**src/rtl/ctl_line_pkg.sv**
```systemverilog
package ctl_line_pkg;

   localparam int FIELD_W = 4;

   typedef enum logic [2:0] {
      L2_IN_NEG      = 3'd0,
      L2_IN_NEG_IND  = 3'd1,
      L2_IN_POS      = 3'd2,
      L2_IN_POS_IND  = 3'd3,
      L2_HANDSHAKE   = 3'd4,
      L2_PULSE       = 3'd5,
      L2_FORCE_LO    = 3'd6,
      L2_FORCE_HI    = 3'd7
   } l2_mode_e;

   // one port's slice of the control word: mode in [3:1], edge select in [0]
   typedef struct packed {
      l2_mode_e mode;
      logic     l1_rise;
   } port_cfg_t;

   function automatic logic mode_is_input(input l2_mode_e m);
      return m inside {L2_IN_NEG, L2_IN_NEG_IND, L2_IN_POS, L2_IN_POS_IND};
   endfunction

   function automatic logic mode_is_rising(input l2_mode_e m);
      return m inside {L2_IN_POS, L2_IN_POS_IND};
   endfunction

   function automatic logic mode_is_indep(input l2_mode_e m);
      return m inside {L2_IN_NEG_IND, L2_IN_POS_IND};
   endfunction

endpackage

```
**src/rtl/ctl_edge_det.sv**
```systemverilog
module ctl_edge_det #(
   parameter int SYNC_STAGES = 0
) (
   input  logic clk,
   input  logic rst_n,
   input  logic pin,
   output logic rise,
   output logic fall
);

   logic level;
   logic prev_q;

   generate
      if (SYNC_STAGES == 0) begin : g_direct
         assign level = pin;
      end else begin : g_sync
         logic [SYNC_STAGES-1:0] sync_q;
         logic [SYNC_STAGES:0]   chain;
         assign chain = {sync_q, pin};
         always_ff @(posedge clk) begin
            if (!rst_n) begin
               sync_q <= {SYNC_STAGES{pin}};
            end else begin
               sync_q <= chain[SYNC_STAGES-1:0];
            end
         end
         assign level = sync_q[SYNC_STAGES-1];
      end
   endgenerate

   always_ff @(posedge clk) begin
      if (!rst_n) begin
         prev_q <= pin;
      end else begin
         prev_q <= level;
      end
   end

   assign rise = level & ~prev_q;
   assign fall = ~level & prev_q;

endmodule

```
**src/rtl/ctl_l2_driver.sv**
```systemverilog
module ctl_l2_driver
   import ctl_line_pkg::*;
#(
   parameter int PULSE_CYCLES = 1,
   localparam int CNT_W = $clog2(PULSE_CYCLES + 1)
) (
   input  logic     clk,
   input  logic     rst_n,
   input  l2_mode_e mode,
   input  logic     arm,
   input  logic     partner_toggle,
   output logic     drv_out,
   output logic     drv_oe
);

   localparam logic [CNT_W-1:0] PULSE_LOAD = CNT_W'(PULSE_CYCLES);

   logic             hs_q;
   logic [CNT_W-1:0] cnt_q;

   always_ff @(posedge clk) begin
      if (!rst_n) begin
         hs_q <= 1'b1;
      end else if (mode != L2_HANDSHAKE) begin
         hs_q <= 1'b1;
      end else if (arm) begin
         hs_q <= 1'b0;
      end else if (partner_toggle) begin
         hs_q <= 1'b1;
      end
   end

   always_ff @(posedge clk) begin
      if (!rst_n) begin
         cnt_q <= '0;
      end else if (mode != L2_PULSE) begin
         cnt_q <= '0;
      end else if (arm) begin
         cnt_q <= PULSE_LOAD;
      end else if (cnt_q != '0) begin
         cnt_q <= cnt_q - 1'b1;
      end
   end

   always_comb begin
      drv_oe = ~mode_is_input(mode);
      unique case (mode)
         L2_HANDSHAKE: drv_out = hs_q;
         L2_PULSE:     drv_out = (cnt_q == '0);
         L2_FORCE_LO:  drv_out = 1'b0;
         default:      drv_out = 1'b1;
      endcase
   end

endmodule

```
**src/rtl/ctl_port_slice.sv**
```systemverilog
module ctl_port_slice
   import ctl_line_pkg::*;
#(
   parameter int SYNC_STAGES  = 0,
   parameter int PULSE_CYCLES = 1,
   parameter bit HONOR_INDEP  = 1'b1
) (
   input  logic      clk,
   input  logic      rst_n,
   input  port_cfg_t cfg,
   input  logic      l1_pin,
   input  logic      l2_pin,
   input  logic      acc,
   output logic      flag1,
   output logic      flag2,
   output logic      l2_out,
   output logic      l2_oe
);

   logic l1_rise, l1_fall, l2_rise, l2_fall;
   logic hit1, hit2, keep2;
   logic flag1_q, flag2_q;

   ctl_edge_det #(.SYNC_STAGES(SYNC_STAGES)) u_l1_edge (
      .clk  (clk),
      .rst_n(rst_n),
      .pin  (l1_pin),
      .rise (l1_rise),
      .fall (l1_fall)
   );

   ctl_edge_det #(.SYNC_STAGES(SYNC_STAGES)) u_l2_edge (
      .clk  (clk),
      .rst_n(rst_n),
      .pin  (l2_pin),
      .rise (l2_rise),
      .fall (l2_fall)
   );

   assign hit1 = cfg.l1_rise ? l1_rise : l1_fall;
   assign hit2 = mode_is_input(cfg.mode) &
                 (mode_is_rising(cfg.mode) ? l2_rise : l2_fall);

   generate
      if (HONOR_INDEP) begin : g_indep
         assign keep2 = mode_is_indep(cfg.mode);
      end else begin : g_always_clear
         assign keep2 = 1'b0;
      end
   endgenerate

   // a new event outranks the clear from a same-cycle access
   always_ff @(posedge clk) begin
      if (!rst_n) begin
         flag1_q <= 1'b0;
         flag2_q <= 1'b0;
      end else begin
         if (hit1)     flag1_q <= 1'b1;
         else if (acc) flag1_q <= 1'b0;
         if (hit2)                 flag2_q <= 1'b1;
         else if (acc && !keep2)   flag2_q <= 1'b0;
      end
   end

   assign flag1 = flag1_q;
   assign flag2 = flag2_q;

   ctl_l2_driver #(.PULSE_CYCLES(PULSE_CYCLES)) u_drv (
      .clk           (clk),
      .rst_n         (rst_n),
      .mode          (cfg.mode),
      .arm           (acc),
      .partner_toggle(l1_rise | l1_fall),
      .drv_out       (l2_out),
      .drv_oe        (l2_oe)
   );

endmodule

```
**src/rtl/ctl_line_unit.sv**
```systemverilog
module ctl_line_unit
   import ctl_line_pkg::*;
#(
   parameter int             PORTS        = 2,
   parameter int             SYNC_STAGES  = 0,
   parameter int             PULSE_CYCLES = 1,
   parameter logic [PORTS-1:0] INDEP_MASK = PORTS'(1)
) (
   input  logic                     clk,
   input  logic                     rst_n,
   input  logic                     cfg_wr,
   input  logic [PORTS*FIELD_W-1:0] cfg_wdata,
   input  logic [PORTS-1:0]         port_acc,
   input  logic [PORTS-1:0]         l1_in,
   input  logic [PORTS-1:0]         l2_in,
   output logic [PORTS-1:0]         flag_l1,
   output logic [PORTS-1:0]         flag_l2,
   output logic [PORTS-1:0]         l2_out,
   output logic [PORTS-1:0]         l2_oe
);

   localparam int CTRL_W = PORTS * FIELD_W;

   initial begin
      assert (PORTS >= 1) else $error("PORTS must be at least 1");
      assert (SYNC_STAGES >= 0) else $error("SYNC_STAGES must not be negative");
      assert (PULSE_CYCLES >= 1) else $error("PULSE_CYCLES must be at least 1");
   end

   logic [CTRL_W-1:0] ctrl_q;

   always_ff @(posedge clk) begin
      if (!rst_n) begin
         ctrl_q <= '0;
      end else if (cfg_wr) begin
         ctrl_q <= cfg_wdata;
      end
   end

   generate
      for (genvar p = 0; p < PORTS; p++) begin : g_port
         port_cfg_t pcfg;
         assign pcfg = port_cfg_t'(ctrl_q[p*FIELD_W +: FIELD_W]);

         ctl_port_slice #(
            .SYNC_STAGES (SYNC_STAGES),
            .PULSE_CYCLES(PULSE_CYCLES),
            .HONOR_INDEP (INDEP_MASK[p])
         ) u_slice (
            .clk   (clk),
            .rst_n (rst_n),
            .cfg   (pcfg),
            .l1_pin(l1_in[p]),
            .l2_pin(l2_in[p]),
            .acc   (port_acc[p]),
            .flag1 (flag_l1[p]),
            .flag2 (flag_l2[p]),
            .l2_out(l2_out[p]),
            .l2_oe (l2_oe[p])
         );
      end
   endgenerate

endmodule

```
**config.mk**
```make
export PLATFORM = sky130hd
export DESIGN_NAME = ctl_line_unit
export DESIGN_NICKNAME = d
export VERILOG_FILES = /design/src/rtl/ctl_line_pkg.sv /design/src/rtl/ctl_edge_det.sv /design/src/rtl/ctl_l2_driver.sv /design/src/rtl/ctl_port_slice.sv /design/src/rtl/ctl_line_unit.sv
export SDC_FILE = /design/constraint.sdc
export NUM_CORES = 1
export LEC_CHECK = 0
export ABC_AREA = 1
export CORE_MARGIN = 3
export CORE_UTILIZATION = 42
export DETAILED_ROUTE_END_ITERATION = 10
export HOLD_SLACK_MARGIN = 0.03
export PLACE_DENSITY = 0.73
export SETUP_SLACK_MARGIN = 0.1
export SLEW_MARGIN = 25
export SYNTH_ARGS = -nofsm -noshare
export SYNTH_HDL_FRONTEND = slang
export SYNTH_HIERARCHICAL = 1
export SYNTH_SLANG_ARGS = --single-unit
```
**constraint.sdc**
```tcl
create_clock -name clk -period 1 [get_ports clk]
set_input_delay 0.2 -clock clk [delete_from_list [all_inputs] [get_ports clk]]
set_output_delay 0.2 -clock clk [all_outputs]
set_load 0.005 [all_outputs]
```
==> results of run 1 <==
==> how the worst max path moves through the flow <==
stage,start,to,slack (ns),depth (start not counted)
2_1_floorplan,g_port[0].u_slice/u_l1_edge/prev_q,g_port[0].u_slice/u_drv/hs_q,0.08,5
6_report,ctrl_q[6],l2_out[1],-0.33,4
5_1_grt,ctrl_q[2],l2_out[0],-0.38,4
4_1_cts,ctrl_q[2],l2_out[0],-0.30,4
3_3_place_gp,ctrl_q[6],l2_out[1],-0.33,4
3_5_place_dp,l1_in[1],g_port[1].u_slice/u_drv/hs_q,-0.37,6
==> Yosys cell counts, types with 2 or more instances <==
cell | count | area share
a21oi_2 | 2 | 0.018
dfxtp_1 | 20 | 0.41
nor2_1 | 29 | 0.11
clkbuf_1 | 2 | 0.0077
buf_8 | 2 | 0.031
o21ai_0 | 4 | 0.021
nand3_1 | 5 | 0.026
nand2_2 | 4 | 0.026
nand2_1 | 25 | 0.096
or2_2 | 2 | 0.013
a21boi_2 | 2 | 0.023
nand4_1 | 6 | 0.039
nand3_2 | 2 | 0.021
inv_1 | 37 | 0.14
==> final cells by class <==
| class | instances | share of cell area |
|---|---|---|
| clock buffers | 4 | 0.0248 |
| inverters | 38 | 0.0991 |
| multi-input cells | 81 | 0.287 |
| flip-flops and latches | 20 | 0.290 |
| well taps | 27 | 0.0231 |
| repair buffers | 45 | 0.276 |
==> worst max-delay path, delay by kind of cell (launching register included) <==
kind            cells  cell delay, ns
buf+inv             2            0.25
flops               1            0.36
simple gates        1            0.08
compound gates      1            0.14
==> flip-flops by register name, summed over array words and instances (netlist names) <==
register / flops
g_port.u_slice/flag1: 2
ctrl_q: 8
g_port.u_slice/flag2: 2
g_port.u_slice/u_drv/hs_q: 2
g_port.u_slice/u_drv/cnt_q: 2
g_port.u_slice/u_l1_edge/prev_q: 2
g_port.u_slice/u_l2_edge/prev_q: 2
==> power groups by stage <==
stage / registers [mW] / logic, mW / clock network [mW]
2_1_floorplan: 0.898 / 0.169 / 0
3_3_place_gp: 0.895 / 0.349 / 0
3_5_place_dp: 0.898 / 0.359 / 0
4_1_cts: 0.882 / 0.390 / 0.494
5_1_grt: 0.893 / 0.442 / 0.532
6_report: 0.887 / 0.400 / 0.470
==> placed cells by master, fill, tap and decap left out, types with 2 or more instances in the layout <==
master / n
inv_1: 35
nand2_1: 24
nor2_1: 22
buf_4: 17
clkdlybuf4s50_1: 13
dfxtp_2: 10
buf_6: 9
dfxtp_1: 7
nand4_1: 6
nor2_2: 6
nand2_2: 5
nand3_1: 5
clkbuf_4: 3
dfxtp_4: 3
buf_2: 3
or2_4: 2
nand3_2: 2
a21oi_2: 2
a21boi_2: 2
o21ai_2: 2
inv_2: 2
dlygate4sd2_1: 2
==> cells by family (layout without fill, tap and decap cells) <==
group | after synthesis | count (layout) | synth area share
buffers and inverters | 43 | 87 | 0.196
and+or+nand+nor | 73 | 73 | 0.331
DFF | 20 | 20 | 0.411
AOI/OAI and AO/OA | 8 | 8 | 0.0616
==> repair_timing <==
item	4_1_cts	5_1_grt
buffers inserted	5	1
gates resized for setup	66	8
endpoints found under the setup margin	11	13
pin swaps	9	5
==> per-layer routing <==
metal	track usage	share of wire	wire [um]
met5	0	0	0
met4	0.0996	0.013	27
met3	0.0166	0.036	77
met2	0.293	0.50	1060
met1	0.188	0.45	963
==> run summary, run 1 <==
Status -> complete, but fails checks
Failing checks -> setup timing
DRC -> 0
Nets -> 206
Hold Crit Class -> input port to register
CP Cell Sequence -> buf_6 -> a21boi_2 -> nand3_1 -> buf_2
Total CTS buffers -> 3
Routed wire per std cell -> 9.92 um
Vias in the first global route -> 857
Crit-path max FO -> 3
Yosys warning count -> 6
H-tree levels -> 1
Synth Area per Inst -> 6.77 um^2
Worst r2r src -> g_port[1].u_slice/u_l1_edge/prev_q
Cells after Synth -> 144
Measured slew at the worst slew-check pin -> 0.162 ns
# diodes -> 0
First-pass GRT wire length -> 3470 um
Area delta synth->final -> 50.2%
Max cap viols -> 0
CTS tree -> done
Flops & latches, synth -> 20
Max Slew Vio Count -> 0
Final WS setup -> -0.327 ns
P_leak -> 0.750 nW
Area of the multi-input gates -> 420 um^2
Post-DP HPWL -> 1550 um
Post-DP Area -> 0.00133 mm^2
Post-Place Worst Slack -> -0.366 ns
Syn Nets -> 161
Core Util, Final -> 0.703
Skew-Pair Late Insertion Delay -> 0.30 ns
Cell internal pwr -> 1.30 mW
Placed insts -> 206
Max Fclk -> 753 MHz
IO buf count -> 24
Post-synth EDFFs -> 0
Critical path arrival -> 1.13 ns
Hold endpoint -> g_port[0].u_slice/u_l2_edge/prev_q
Seq pwr share -> 0.505
Bufs on Longest Clock Path -> 2
Non-filler cells, final -> 215
Unrepaired setup endpoints after global routing -> true
Fillers -> 181
Asr flop ratio synth -> 0
CP Class -> register to output pin
Rows -> 16
Net Sw Frac -> 0.260
Hold path depth -> 1
Total routed wirelength -> 2130 um
Slowest cell on the critical path -> dfxtp_2
Post-route cell area -> 0.00146 mm^2
Min Tclk post-route -> 1.33 ns
Skew final -> 0.00319 ns
Cell variety after synth -> 16
DR vias -> 930
Startpoint types -> register
Crit-path max cell delay -> 0.36 ns
R2R Path End -> g_port[1].u_slice/u_drv/hs_q
Layout cell share with drive strength beyond 1 -> 0.378
Tot Pwr -> 1.76 mW
CP Capture Type -> output pin
Initial drt markers -> 9
Clock slew seen by the registers of the worst setup and hold paths -> 0.11 ns
Register area -> 424 um^2
Antenna violations before repair -> 0
Top FF cell, synth -> dfxtp_1
Antenna Nets Post-Route -> 0
Drt pass-1 iters -> 4
Die area -> 0.00293 mm^2
GRT Total Usage -> 0.165
Die Height -> 54.2 um
CORE AREA -> 0.00208 mm^2
GP Congestion -> 0.751
CTS root buf -> clkbuf_4
Req. time, crit path -> 0.80 ns
Sw Pwr -> 0.456 mW
Slew Limit Headroom -> 0.892
Final setup fails -> 4
Clk sinks -> 20
Clk network pwr share -> 0.268
Drt via density -> 4.33
Synthesized cell area -> 975 um^2
HP Start -> l2_in[0]
WHS -> 0.0742 ns
Final worst-path cycle share -> 1.33
Max VDD drop -> 765 uV
Initial Util -> 0.468
Ports -> 25
Total global routing overflow -> 0
Die X-Extent -> 54.2 um
Hold Buf Count CTS -> 0
Setup TNS -> -0.810 ns
Worst R2R Setup Slack -> 0.04 ns
Worst R2R Path Depth -> 5
Pwr Density -> 1200 mW/mm^2
Logic pwr share -> 0.228
Sequential share of the synthesized area -> 0.411
Endpoints failing hold -> 0
Largest net degree at the start of global routing -> 12
No activity file was read; power rests on OpenSTA's default activity.
==> run 2, diff against run 1 <==
- CORE_MARGIN: 3 -> 4
==> run 2 against run 1 <==
Against the previous run: the flow still finishes with violations (setup timing); combinational power grew 2%; non-clock buffer count is the same; sequential power is essentially flat; maximum frequency up 1.7%; wire length up 3.8%; worst setup slack improved by 0.022 ns; register-to-register slack lost 0.02 ns; final area increased by 1.0%; global-route usage down 1.9 points; die area increased by 7.5%.
==> run summary, run 2 (same netlist as run 1, synthesis figures left out) <==
Total global routing overflow -> 0
Post-DP Area -> 0.00132 mm^2
Largest Register -> ctrl_q
Bufs on Longest Clock Path -> 2
Max VDD drop -> 780 uV
Post-route cell area -> 0.00148 mm^2
Pwr Density -> 1200 mW/mm^2
Die Height -> 56.2 um
Total routed wirelength -> 2210 um
First-pass GRT wire length -> 3730 um
Largest net degree at the start of global routing -> 12
Routed wire per std cell -> 10.2 um
Drt via density -> 4.45
Initial drt markers -> 11
Final WS setup -> -0.306 ns
Final worst-path cycle share -> 1.31
Placed insts -> 206
DRC -> 0
Max cap viols -> 0
Max Slew Vio Count -> 0
Non-filler cells, final -> 216
Hold Crit Class -> input port to register
CTS root buf -> clkbuf_4
Req. time, crit path -> 0.80 ns
Crit-path max cell delay -> 0.36 ns
Measured slew at the worst slew-check pin -> 0.165 ns
Largest register FFs -> 8
Rows -> 17
Endpoints failing hold -> 0
Slew Limit Headroom -> 0.890
Status -> complete, but fails checks
Skew final -> 0.00456 ns
Ports -> 25
Post-DP HPWL -> 1530 um
Clk sinks -> 20
Commonest non-fill, non-tap cell in the layout -> inv_1
Failing checks -> setup timing
Initial Util -> 0.441
Hold Buf Count CTS -> 0
Max Fclk -> 766 MHz
Drt pass-1 iters -> 4
Die X-Extent -> 56.2 um
Layout cell share with drive strength beyond 1 -> 0.388
Min Tclk post-route -> 1.31 ns
CP Capture Type -> output pin
CORE AREA -> 0.00221 mm^2
H-tree levels -> 1
GP Congestion -> 0.836
# diodes -> 0
Crit-path max FO -> 4
Clock slew seen by the registers of the worst setup and hold paths -> 0.11 ns
Antenna violations before repair -> 0
Most frequent cells in the layout -> inv_1, nand2_1, nor2_1, buf_4, clkdlybuf4s50_1
Post-Place Worst Slack -> -0.342 ns
Nets -> 206
Top cell family by delay on the critical path -> flip-flops
Area delta synth->final -> 51.7%
Unrepaired setup endpoints after global routing -> true
Skew-Pair Late Insertion Delay -> 0.30 ns
Critical path arrival -> 1.11 ns
Total CTS buffers -> 3
Startpoint types -> register
DR vias -> 962
CP Buf/Inv Count -> 2
Antenna Nets Post-Route -> 0
CP Class -> register to output pin
GRT Total Usage -> 0.146
IO buf count -> 24
CTS tree -> done
Die area -> 0.00316 mm^2
Final setup fails -> 4
Slowest cell on the critical path -> dfxtp_2
WHS -> 0.0667 ns
P_leak -> 0.754 nW
CP Cell Sequence -> buf_6 -> nand4_1 -> nand3_1 -> buf_2
Vias in the first global route -> 921
run 2: cell counts in the layout (fill, tap and decap cells not counted):
Identical to the previous run, type by type.
run 2: area by class of cell:
cell class	count	area, um^2
Clock buffer	4	36.3
Fill cell	194	733
Inverter	38	145
Multi-Input combinational cell	81	435
Sequential cell	20	429
Tap cell	28	35.0
Timing Repair Buffer	45	398
run 2: final timing paths:
check | start | end | depth (start not counted) | slack, ns
hold / removal | l2_in[1] | g_port[1].u_slice/u_l2_edge/prev_q | 1 | 0.07
hold reg to reg | g_port[0].u_slice/flag2 | g_port[0].u_slice/flag2 | 2 | 0.49
setup / recovery | ctrl_q[7] | l2_out[1] | 4 | -0.31
setup reg to reg | ctrl_q[3] | g_port[0].u_slice/flag2 | 7 | 0.02
run 2: worst register-to-register path: stages (launching register included):
cell,delay [ns]
dfxtp_4,0.37
buf_6,0.12
buf_4,0.13
inv_4,0.05
nand2_1,0.04
nand2_1,0.05
nand2_1,0.06
a21oi_2,0.10
run 2: metal layers:
| layer | vias up | share of wire | routed length [um] | track usage |
|---|---|---|---|---|
| met5 | - | 0 | 0 | 0 |
| met4 | 0 | 0.034 | 76 | 0.0780 |
| met3 | 8 | 0.034 | 76 | 0.0302 |
| met2 | 19 | 0.53 | 1160 | 0.252 |
| met1 | 426 | 0.40 | 896 | 0.167 |
| li1 | 509 | - | - | - |
run 2: per-stage QoR:
stage,setup TNS (ns),utilization,total power [mW]
floorplan,0,-,1.07
global placement,-3.17,0.597,1.24
detailed placement,-3.66,0.597,1.26
CTS,-0.654,0.635,1.74
global route,-1.27,0.669,1.89
finish,-0.952,0.669,1.77
run 2: where the power goes:
| group | internal [mW] | total (mW) | switching (mW) |
|---|---|---|---|
| clock | 0.222 | 0.472 | 0.250 |
| combinational | 0.239 | 0.410 | 0.170 |
| sequential | 0.844 | 0.889 | 0.0444 |
run 2: what timing repair did:
action | CTS | global route
resized for setup | 61 | 18
pin swaps | 13 | 4
setup endpoints to repair | 10 | 14
setup buffers | 4 | 2
==> run 3, diff against run 2 <==
- SLEW_MARGIN: 25 -> 20
==> results of run 3 <==
No change in the layout: final DEF, timing and power equal those of run 2.
